**config.mk**
```make
export PLATFORM = sky130hd
export DESIGN_NAME = dyn_branch_pred
export DESIGN_NICKNAME = d
export VERILOG_FILES = /design/src/rtl/bp_pkg.sv /design/src/rtl/bp_rst_sync.sv /design/src/rtl/bp_store.sv /design/src/rtl/bp_update_ctl.sv /design/src/rtl/bp_lookup.sv /design/src/rtl/dyn_branch_pred.sv
export SDC_FILE = /design/constraint.sdc
export NUM_CORES = 2
export LEC_CHECK = 0
export BUFFER_PORTS_ARGS = -buffer_cell sky130_fd_sc_hd__buf_2
export CORE_UTILIZATION = 45
export CTS_CLUSTER_SIZE = 10
export DETAILED_ROUTE_END_ITERATION = 8
export MAX_ROUTING_LAYER = met4
export PLACE_DENSITY = 0.64
export SLEW_MARGIN = 0
export SYNTH_ARGS = -nofsm -noshare
export SYNTH_HDL_FRONTEND = slang
export SYNTH_SLANG_ARGS = --single-unit
```
**constraint.sdc**
```tcl
create_clock -name clk -period 8.1 [get_ports clk]
set_clock_uncertainty 0.15 [all_clocks]
set_input_delay 1.215 -clock clk [delete_from_list [all_inputs] [get_ports clk]]
set_output_delay 1.215 -clock clk [all_outputs]
set_load 0.05 [all_outputs]
```
**src/rtl/bp_pkg.sv**
```systemverilog
package bp_pkg;

  typedef enum logic [1:0] {
    CTR_SNT = 2'b00,
    CTR_WNT = 2'b01,
    CTR_WT  = 2'b10,
    CTR_ST  = 2'b11
  } ctr_e;

  // saturating step of a direction counter
  function automatic ctr_e ctr_step(input ctr_e cur, input logic taken);
    ctr_e nxt;
    nxt = cur;
    if (taken) begin
      if (cur != CTR_ST) nxt = ctr_e'(cur + 2'd1);
    end else begin
      if (cur != CTR_SNT) nxt = ctr_e'(cur - 2'd1);
    end
    return nxt;
  endfunction

  function automatic logic ctr_says_taken(input ctr_e c);
    return c[1];
  endfunction

endpackage

```
**src/rtl/bp_rst_sync.sv**
```systemverilog
module bp_rst_sync #(
  parameter int STAGES = 2
) (
  input  logic clk,
  input  logic rst_n,
  output logic rst_sync_n
);
  logic [STAGES-1:0] sh_q;
  logic [STAGES-1:0] sh_d;

  always_comb begin
    sh_d = {sh_q[STAGES-2:0], 1'b1};
  end

  always_ff @(posedge clk or negedge rst_n) begin
    if (!rst_n) sh_q <= '0;
    else        sh_q <= sh_d;
  end

  assign rst_sync_n = sh_q[STAGES-1];
endmodule

```
**src/rtl/bp_store.sv**
```systemverilog
module bp_store
  import bp_pkg::*;
#(
  parameter int DEPTH  = 64,
  parameter int TAG_W  = 24,
  parameter int ADDR_W = 32,
  localparam int IDX_W = $clog2(DEPTH)
) (
  input  logic              clk,
  input  logic              rst_n,
  // read port for fetch
  input  logic [IDX_W-1:0]  f_idx,
  output logic              f_valid,
  output logic [TAG_W-1:0]  f_tag,
  output ctr_e              f_ctr,
  output logic [ADDR_W-1:0] f_tgt,
  // read port for update
  input  logic [IDX_W-1:0]  u_idx,
  output logic              u_valid,
  output logic [TAG_W-1:0]  u_tag,
  output ctr_e              u_ctr,
  // write port
  input  logic              wr_en,
  input  logic [IDX_W-1:0]  wr_idx,
  input  logic [TAG_W-1:0]  wr_tag,
  input  ctr_e              wr_ctr,
  input  logic [ADDR_W-1:0] wr_tgt
);
  logic [DEPTH-1:0]  valid_vec;
  logic [TAG_W-1:0]  tag_arr [DEPTH];
  ctr_e              ctr_arr [DEPTH];
  logic [ADDR_W-1:0] tgt_arr [DEPTH];

  for (genvar i = 0; i < DEPTH; i++) begin : g_ent
    logic              sel;
    logic              v_q,  v_d;
    logic [TAG_W-1:0]  t_q,  t_d;
    ctr_e              c_q,  c_d;
    logic [ADDR_W-1:0] g_q,  g_d;

    assign sel = wr_en && (wr_idx == IDX_W'(i));

    always_comb begin
      v_d = v_q;
      t_d = t_q;
      c_d = c_q;
      g_d = g_q;
      if (sel) begin
        v_d = 1'b1;
        t_d = wr_tag;
        c_d = wr_ctr;
        g_d = wr_tgt;
      end
    end

    // valid flag is the only reset state
    always_ff @(posedge clk or negedge rst_n) begin
      if (!rst_n) v_q <= 1'b0;
      else        v_q <= v_d;
    end

    // payload: enabled, not reset
    always_ff @(posedge clk) begin
      if (sel) begin
        t_q <= t_d;
        c_q <= c_d;
        g_q <= g_d;
      end
    end

    assign valid_vec[i] = v_q;
    assign tag_arr[i]   = t_q;
    assign ctr_arr[i]   = c_q;
    assign tgt_arr[i]   = g_q;
  end

  always_comb begin
    f_valid = valid_vec[f_idx];
    f_tag   = tag_arr[f_idx];
    f_ctr   = ctr_arr[f_idx];
    f_tgt   = tgt_arr[f_idx];
    u_valid = valid_vec[u_idx];
    u_tag   = tag_arr[u_idx];
    u_ctr   = ctr_arr[u_idx];
  end
endmodule

```
**src/rtl/bp_update_ctl.sv**
```systemverilog
module bp_update_ctl
  import bp_pkg::*;
#(
  parameter int DEPTH  = 64,
  parameter int TAG_W  = 24,
  parameter int ADDR_W = 32,
  localparam int IDX_W = $clog2(DEPTH)
) (
  input  logic              upd_en,
  input  logic              upd_taken,
  input  logic [IDX_W-1:0]  upd_idx,
  input  logic [TAG_W-1:0]  upd_tag,
  input  logic [ADDR_W-1:0] upd_target,
  input  logic              cur_valid,
  input  logic [TAG_W-1:0]  cur_tag,
  input  ctr_e              cur_ctr,
  output logic              wr_en,
  output logic [IDX_W-1:0]  wr_idx,
  output logic [TAG_W-1:0]  wr_tag,
  output ctr_e              wr_ctr,
  output logic [ADDR_W-1:0] wr_tgt
);
  logic owned;

  always_comb begin
    owned  = cur_valid && (cur_tag == upd_tag);
    wr_en  = upd_en;
    wr_idx = upd_idx;
    wr_tag = upd_tag;
    wr_tgt = upd_target;
    // a fresh claim starts weak not-taken; a trained entry steps
    wr_ctr = owned ? ctr_step(cur_ctr, upd_taken) : CTR_WNT;
  end
endmodule

```
**src/rtl/bp_lookup.sv**
```systemverilog
module bp_lookup
  import bp_pkg::*;
#(
  parameter int TAG_W      = 24,
  parameter int ADDR_W     = 32,
  parameter int INST_BYTES = 4
) (
  input  logic [ADDR_W-1:0] fetch_pc,
  input  logic [TAG_W-1:0]  fetch_tag,
  input  logic              ent_valid,
  input  logic [TAG_W-1:0]  ent_tag,
  input  ctr_e              ent_ctr,
  input  logic [ADDR_W-1:0] ent_tgt,
  output logic              pred_taken,
  output logic [ADDR_W-1:0] pred_next
);
  logic hit;

  always_comb begin
    hit        = ent_valid && (ent_tag == fetch_tag);
    pred_taken = hit && ctr_says_taken(ent_ctr);
    pred_next  = pred_taken ? ent_tgt : (fetch_pc + ADDR_W'(INST_BYTES));
  end
endmodule

```
**src/rtl/dyn_branch_pred.sv**
```systemverilog
module dyn_branch_pred
  import bp_pkg::*;
#(
  parameter int ADDR_W     = 32,
  parameter int DEPTH      = 64,
  parameter int INST_BYTES = 4,
  parameter int SYNC_STAGES = 2
) (
  input  logic              clk,
  input  logic              rst_n,
  input  logic [ADDR_W-1:0] fetch_pc,
  output logic              pred_taken,
  output logic [ADDR_W-1:0] pred_next,
  input  logic              upd_en,
  input  logic [ADDR_W-1:0] upd_pc,
  input  logic              upd_taken,
  input  logic [ADDR_W-1:0] upd_target
);
  localparam int IDX_W = $clog2(DEPTH);
  localparam int OFS_W = $clog2(INST_BYTES);
  localparam int TAG_W = ADDR_W - IDX_W - OFS_W;

  logic              rst_sync_n;
  logic [IDX_W-1:0]  f_idx, u_idx;
  logic [TAG_W-1:0]  f_tagq, u_tagq;
  logic              f_valid, u_valid;
  logic [TAG_W-1:0]  f_tag, u_tag;
  ctr_e              f_ctr, u_ctr;
  logic [ADDR_W-1:0] f_tgt;
  logic              wr_en;
  logic [IDX_W-1:0]  wr_idx;
  logic [TAG_W-1:0]  wr_tag;
  ctr_e              wr_ctr;
  logic [ADDR_W-1:0] wr_tgt;

  assign f_idx  = fetch_pc[OFS_W +: IDX_W];
  assign f_tagq = fetch_pc[ADDR_W-1 -: TAG_W];
  assign u_idx  = upd_pc[OFS_W +: IDX_W];
  assign u_tagq = upd_pc[ADDR_W-1 -: TAG_W];

  bp_rst_sync #(.STAGES(SYNC_STAGES)) u_rst (
    .clk(clk), .rst_n(rst_n), .rst_sync_n(rst_sync_n)
  );

  bp_store #(.DEPTH(DEPTH), .TAG_W(TAG_W), .ADDR_W(ADDR_W)) u_store (
    .clk(clk), .rst_n(rst_sync_n),
    .f_idx(f_idx), .f_valid(f_valid), .f_tag(f_tag), .f_ctr(f_ctr), .f_tgt(f_tgt),
    .u_idx(u_idx), .u_valid(u_valid), .u_tag(u_tag), .u_ctr(u_ctr),
    .wr_en(wr_en), .wr_idx(wr_idx), .wr_tag(wr_tag), .wr_ctr(wr_ctr), .wr_tgt(wr_tgt)
  );

  bp_update_ctl #(.DEPTH(DEPTH), .TAG_W(TAG_W), .ADDR_W(ADDR_W)) u_upd (
    .upd_en(upd_en), .upd_taken(upd_taken), .upd_idx(u_idx), .upd_tag(u_tagq),
    .upd_target(upd_target), .cur_valid(u_valid), .cur_tag(u_tag), .cur_ctr(u_ctr),
    .wr_en(wr_en), .wr_idx(wr_idx), .wr_tag(wr_tag), .wr_ctr(wr_ctr), .wr_tgt(wr_tgt)
  );

  bp_lookup #(.TAG_W(TAG_W), .ADDR_W(ADDR_W), .INST_BYTES(INST_BYTES)) u_look (
    .fetch_pc(fetch_pc), .fetch_tag(f_tagq), .ent_valid(f_valid), .ent_tag(f_tag),
    .ent_ctr(f_ctr), .ent_tgt(f_tgt), .pred_taken(pred_taken), .pred_next(pred_next)
  );
endmodule

```
Word level (Yosys, flattened, before mapping)
Cells that the tools add are included.

storage, ports and cells
  bits in registers = 3778
  input bits = 100
  output and inout bits = 33
  logic and storage cells = 425

cells by class
  $add $sub $neg = 3
  magnitude comparators = 4
  eq/ne operators = 66
  multiplexer cells = 24
  bitwise operators = 2
  reductions and logical operators = 69

operators by type and width
  operator               number
  $bmux 24 s6            2
  $bmux 32 s6            1
  $eq 6x6->1 const B     32
  $eq 6x5->1 const B     16
  $mux 24                4
  $mux 32                3
  $logic_and 1x1->1      67
  $eq 24x24->1           2
  $eq 6x4->1 const B     8
  $add 32x3->32 const B  1
  $bmux 2 s6             2
  $eq 6x3->1 const B     4
  $mux 2                 8
  $ge 7x7->1 const B     2
  $lt 6x7->1 const B     2
  $not 6->7              2
  $bmux 1 s6             2
  $eq 6x2->1 const B     2
  $eq 6x1->1 const B     1
  $logic_not 6->1        1
  $add 2x1->2 const B    1
  $mux 1                 2
  $ne 2x2->1 const B     1
  $reduce_bool 2->1      1
  $sub 2x1->2 const B    1

Depth between registers and ports, before layout
  depth in word-level cells = 8
  mapped depth = 17
  mapped depth without buffers = 9

Modules after synthesis
A second synthesis with hierarchy kept.

second synthesis, totals
  cell total of the unflattened synthesis = 7528
  area, all modules = 159196.4 um^2

modules (own cells, without submodules)
  module         instances  cells each  area an instance (um^2)  seq. area each (um^2)
  bp_store       1          7248        156915.5                 113068.4
  bp_lookup      1          175         1441.4                   0.0
  bp_update_ctl  1          102         785.8                    0.0
  bp_rst_sync    1          3           53.8                     50.0

Worst setup path after synthesis
Ideal clock, no wire load.

  path kind = input to register
  start = input upd_pc[2]
  end = register u_store.g_ent[0].c_q[1], data pin
  library setup time = 0.548 ns
  arrival time = 6.140 ns
  data required time = 7.402 ns
  setup slack = 1.262 ns
  stages = 11
  path buffers = 4
  cell sequence = clkbuf_1 -> buf_2 -> buf_2 -> buf_1 -> mux4_2 -> mux4_2 -> mux4_2 -> xor2_1 -> nor4_1 -> nand4_1 -> a21oi_1

on the way
  word-level cells in the longest chain between the ends = 8
  elaborated cells on any way between the ends = 19
  those cells by class = 2 x add/sub; 2 x eq/ne; 12 x mux; 1 x bitwise; 2 x reduce/logical

RTL lines
  what                                        RTL line                        source
  start, declared                             dyn_branch_pred.sv:15           input logic [ADDR_W-1:0] upd_pc,
  $not 6->7 (implied by the code)             bp_store.sv:83, bp_store.sv:84
  $bmux 2 s6                                  bp_store.sv:84                  u_ctr = ctr_arr[u_idx];
  $mux 2 (implied by the code) (2 in series)  bp_store.sv:84
  $sub 2x1->2 (tied with other cells)         bp_pkg.sv:17                    if (cur != CTR_SNT) nxt = ctr_e'(cur - 2'd1);
  $mux 2, on equally long branches            bp_pkg.sv:17, bp_pkg.sv:15
  $mux 2                                      bp_pkg.sv:14                    if (taken) begin
  $mux 2 (*)                                  bp_update_ctl.sv:32             wr_ctr = owned ? ctr_step(cur_ctr, upd_taken) : CTR_WNT;
  via u_store.g_ent[0].c_d[1]                 bp_store.sv:38                  ctr_e c_q, c_d;
  end signal, assigned                        bp_store.sv:66                  c_q <= c_d;
  end, declared                               bp_store.sv:38

Mark *: on every way through the listed nets, which the timed path passes. The rest lies on a longest branch. The select of a mux whose other input is x is not followed.
A chain may end at the register's enable or synchronous reset.

Worst setup path after layout
  start = input fetch_pc[4]
  end = output pred_taken

on the way
  word-level cells in the longest chain between the ends = 7
  elaborated cells on any way between the ends = 12
  those cells by class = 1 x eq/ne; 8 x mux; 1 x bitwise; 2 x reduce/logical

RTL lines
  what                                         RTL line                        source
  start, declared                              dyn_branch_pred.sv:11           input logic [ADDR_W-1:0] fetch_pc,
  $not 6->7 (implied by the code)              bp_store.sv:79, bp_store.sv:80
  $bmux 24 s6                                  bp_store.sv:79                  f_tag = tag_arr[f_idx];
  $mux 24 (implied by the code) (2 in series)  bp_store.sv:79
  $eq 24x24->1                                 bp_lookup.sv:20                 hit = ent_valid && (ent_tag == fetch_tag);
  $logic_and 1x1->1                            bp_lookup.sv:20
  $logic_and 1x1->1 (*)                        bp_lookup.sv:21                 pred_taken = hit && ctr_says_taken(ent_ctr);
  end, declared                                dyn_branch_pred.sv:12           output logic pred_taken,

Mark *: on every way between the ends. The rest lies on a longest branch, timed or not. The select of a mux whose other input is x is not followed.

==> summary.md <==
| Metric | Value |
|---|---|
| Setup Viol. Count Final | 0 |
| Initial antenna violation count | 61 |
| RSZ-0062 raised after global routing | false |
| Post-synthesis mux area share | 0.243 |
| Status | finished clean |
| Commonest cells in the netlist | edfxtp_1, mux4_2, clkbuf_1 |
| Layout net count | ~7400 |
| Cts hold-fix bufs | 1 |
| Synthesized flop and latch total | 3778 |
| Slowest CP cell | nor4_2 |
| Buf+Inv Stages, Crit Path | 5 |
| Drt wl/cell | 42.9 µm |
| Count leader, synth | edfxtp_1 |
| Fmax | approximately 0.13 GHz |
| I/O Pins | 133 |
| Finished Core Util | 0.510 |
| Final WS setup | 0.228 ns |
| Overflow after GRT | 0 |
| Setup bufs post-CTS | 0 |
| Pre-CTS setup slack | between 0.4 and 0.5 ns |
| Critical path peak fanout | 36 |
| Final Hold Violating Endpoints | 0 |
| Crit path time final | 7.87 ns |
| CP top delay family | simple AND/OR/NAND/NOR gates |
| Clock latency on the worst-skew pair | 1.01 ns |
| Pin count of the biggest net entering global routing | 130 |
| First-pass GRT wire length | between 700 and 800 mm |
| Hold Path Depth | 0 |
| DIE AREA | 354000 µm² |
| Post-synthesis cell count | between 6000 and 7000 |
| Share of cells above drive strength 1 | 0.371 |
| DRT iter0 DRCs | around 14000 |
| Clk sinks | 3778 |
| CTS Buf Count | 424 |
| Top cell type's share of synthesized area | 0.704 |
| Die W | roughly 600 µm |
| Lkg Pwr | between 50 and 60 nW |
| Number of global-route vias before repair | approximately 84000 |
| WP data arrival | around 6.5 ns |
| Die height | just under 600 µm |
| Async SR Flop Fraction | 0.0175 |
| FP Rows | 217 |
| Residual DRC | 0 |
| Post-Synth Simple-Gate Area | 0.0132 |
| Worst hold start | u_rst.sh_q[0] |
| Most common cell on crit path | buf_4 |
| Post-CTS Resized | 0 |
| Final Max Tran Viols | 0 |
| Port Buf Inserts | 130 |
| Cell area after synthesis | between 150000 and 200000 µm² |
| Worst r2r src | u_store.g_ent[14].t_q[11] |
| Post-synth EDFFs | approximately 3700 |
| XOR/XNOR share of the synthesized area | 0.00326 |
| Leading area contributor after synthesis | edfxtp_1 |
| Post-Route WL | roughly 520 mm |
| Max-cap violations | 0 |
| Via count | 84800 |
| Core outline area | 350000 µm² |
| Synth cell types | 73 |
| Worst Setup End Kind | output pin |
| Sequential fraction of the synthesis area | 0.714 |
| Worst path cell trace | buf_8, buf_4, buf_4, mux4_2, and2_1, a211oi_1, a21oi_1, a222oi_1, xnor2_1, or4_1, or4_1, nor4_2, buf_4, buf_12 |
| CTS clk-pin slew, worst paths | approximately 0.05 ns |
| CP Class | input pin to output pin |
| Top_reg_cell synth | edfxtp_1 |
| Main combinational cell family by area after synthesis | multiplexers |
| Initial core utilization | 0.453 |
| Crit start category | input pin |
| Crit-path max cell delay | 0.71 ns |
| CTS tree | done |
| CTS H-tree lvls | 5 |
| Worst-case clock buffer depth | 4 |
| FILL cells | 26900 |
| Post-Syn Nets | 6938 |
| Crit path depth | 14 |
| GRT Util Overall | 0.299 |
| Hold Crit Class | flop to flop |
| Synth top area cells | edfxtp_1, mux4_2, mux2i_1 |
| Worst-Margin Slew | 1.32 ns |
| Antenna-violating nets left | 0 |
| Clock root buffer | clkbuf_16 |
| Yosys warns | 0 |
| Worst vdd ir | 0.177 mV |
| Setup crit start | fetch_pc[4] |
| Complex-gate fraction of the synthesized area | 0.0130 |
| Adder-cell share of the synthesized area | 0.000142 |
| Synth Area per Inst | 23.2 µm² |
| Layout area overhead | 12.5% |
| Post-DP HPWL | 284 mm |
| Global placement routability congestion | 0.906 |
| Power consumption | 41.4 mW |
| Final TNS setup | 0 ns |
| Slew HR | 0.118 |
| Final worst path period share | 0.972 |
| CP required | 6.73 ns |
| Via density | 7.04 |
| Worst Reg2Reg Path Length in Cells | 10 |
| DRT Pass-1 Iters | 8 |
| Power Dens Cells | about 230 nW/µm² |
## registers in the layout, indices dropped and copies added (netlist names)
signal,cells
u_store.g_ent.t_q,1536
u_store.g_ent.v_q,64
u_store.g_ent.c_q,128
u_rst.sh_q,2
u_store.g_ent.g_q,2048
## layout make-up
cell class	count	area (µm²)	area share
timing repair buffer	493	4150	0.0233
multi-input combinational	2603	43700	0.245
clock buffer	488	11000	0.0615
antenna	41	103	0.000576
tap	4599	5750	0.0323
clock inverter	37	359	0.00201
sequential	3778	113000	0.635
inverter	12	55.1	0.000309
## power breakdown
group	internal, mW	switching, mW	leakage (nW)
registers	21.7	0.0850	34.4
clock network	9.42	7.33	5.52
logic	1.22	1.71	15.9
total	32.3	9.13	55.8
## per-layer routing
| metal | track usage | part of all wire | vias to the layer above | wire (µm) |
|---|---|---|---|---|
| met5 | - | 0 | - | 0 |
| met4 | 0.143 | 0.055 | 0 | 28700 |
| met3 | 0.0678 | 0.12 | 1273 | 61000 |
| met2 | 0.446 | 0.47 | 6323 | 241000 |
| met1 | 0.392 | 0.36 | 46300 | 186000 |
| li1 | - | - | 30900 | - |
## cells by family (layout without fill, tap and decap cells)
group | Yosys count | after routing
simple gates | 411 | 411
other cells | 1 | 42
buf+inv | 456 | 1030
xor+xnor | 59 | 59
flops | 3778 | 3778
compound gates | 295 | 295
mux | 1835 | 1835
fa+ha+maj | 2 | 2
## cell usage in the layout, fill, tap and decap left out, types with 36 or more instances in the layout
master        n
edfxtp_1   3712
mux4_2     1584
clkbuf_16   428
buf_4       311
mux2i_1     191
buf_2       118
nand2_1      82
a22oi_1      77
or2_2        69
nor2_4       66
dfrtp_1      65
clkbuf_1     58
buf_12       56
a21oi_1      53
nor2_1       45
diode_2      41
xnor2_1      36
## path summary, 6_finish.rpt
| check | to | slack (ns) |
|---|---|---|
| max in group asynchronous | u_store.g_ent[0].v_q | 6.86 |
| setup / recovery | pred_taken | 0.23 |
| hold / removal | u_rst.sh_q[1] | 0.20 |
| setup reg to reg | u_store.g_ent[7].c_q[0] | 2.84 |
| min in group asynchronous | u_store.g_ent[8].v_q | 0.35 |
| hold reg to reg | u_rst.sh_q[1] | 0.20 |
## stage by stage
stage                     std cells  hold slack, ns  instance area (µm²)
after floorplan                6837           0.181               158000
after global placement        11500           0.191               167000
after detailed placement      11500           0.188               167000
after CTS                     12000           0.207               178000
after global routing          12000           0.207               178000
final                         12100           0.203               178000
Power figures use the tool's default switching activity.
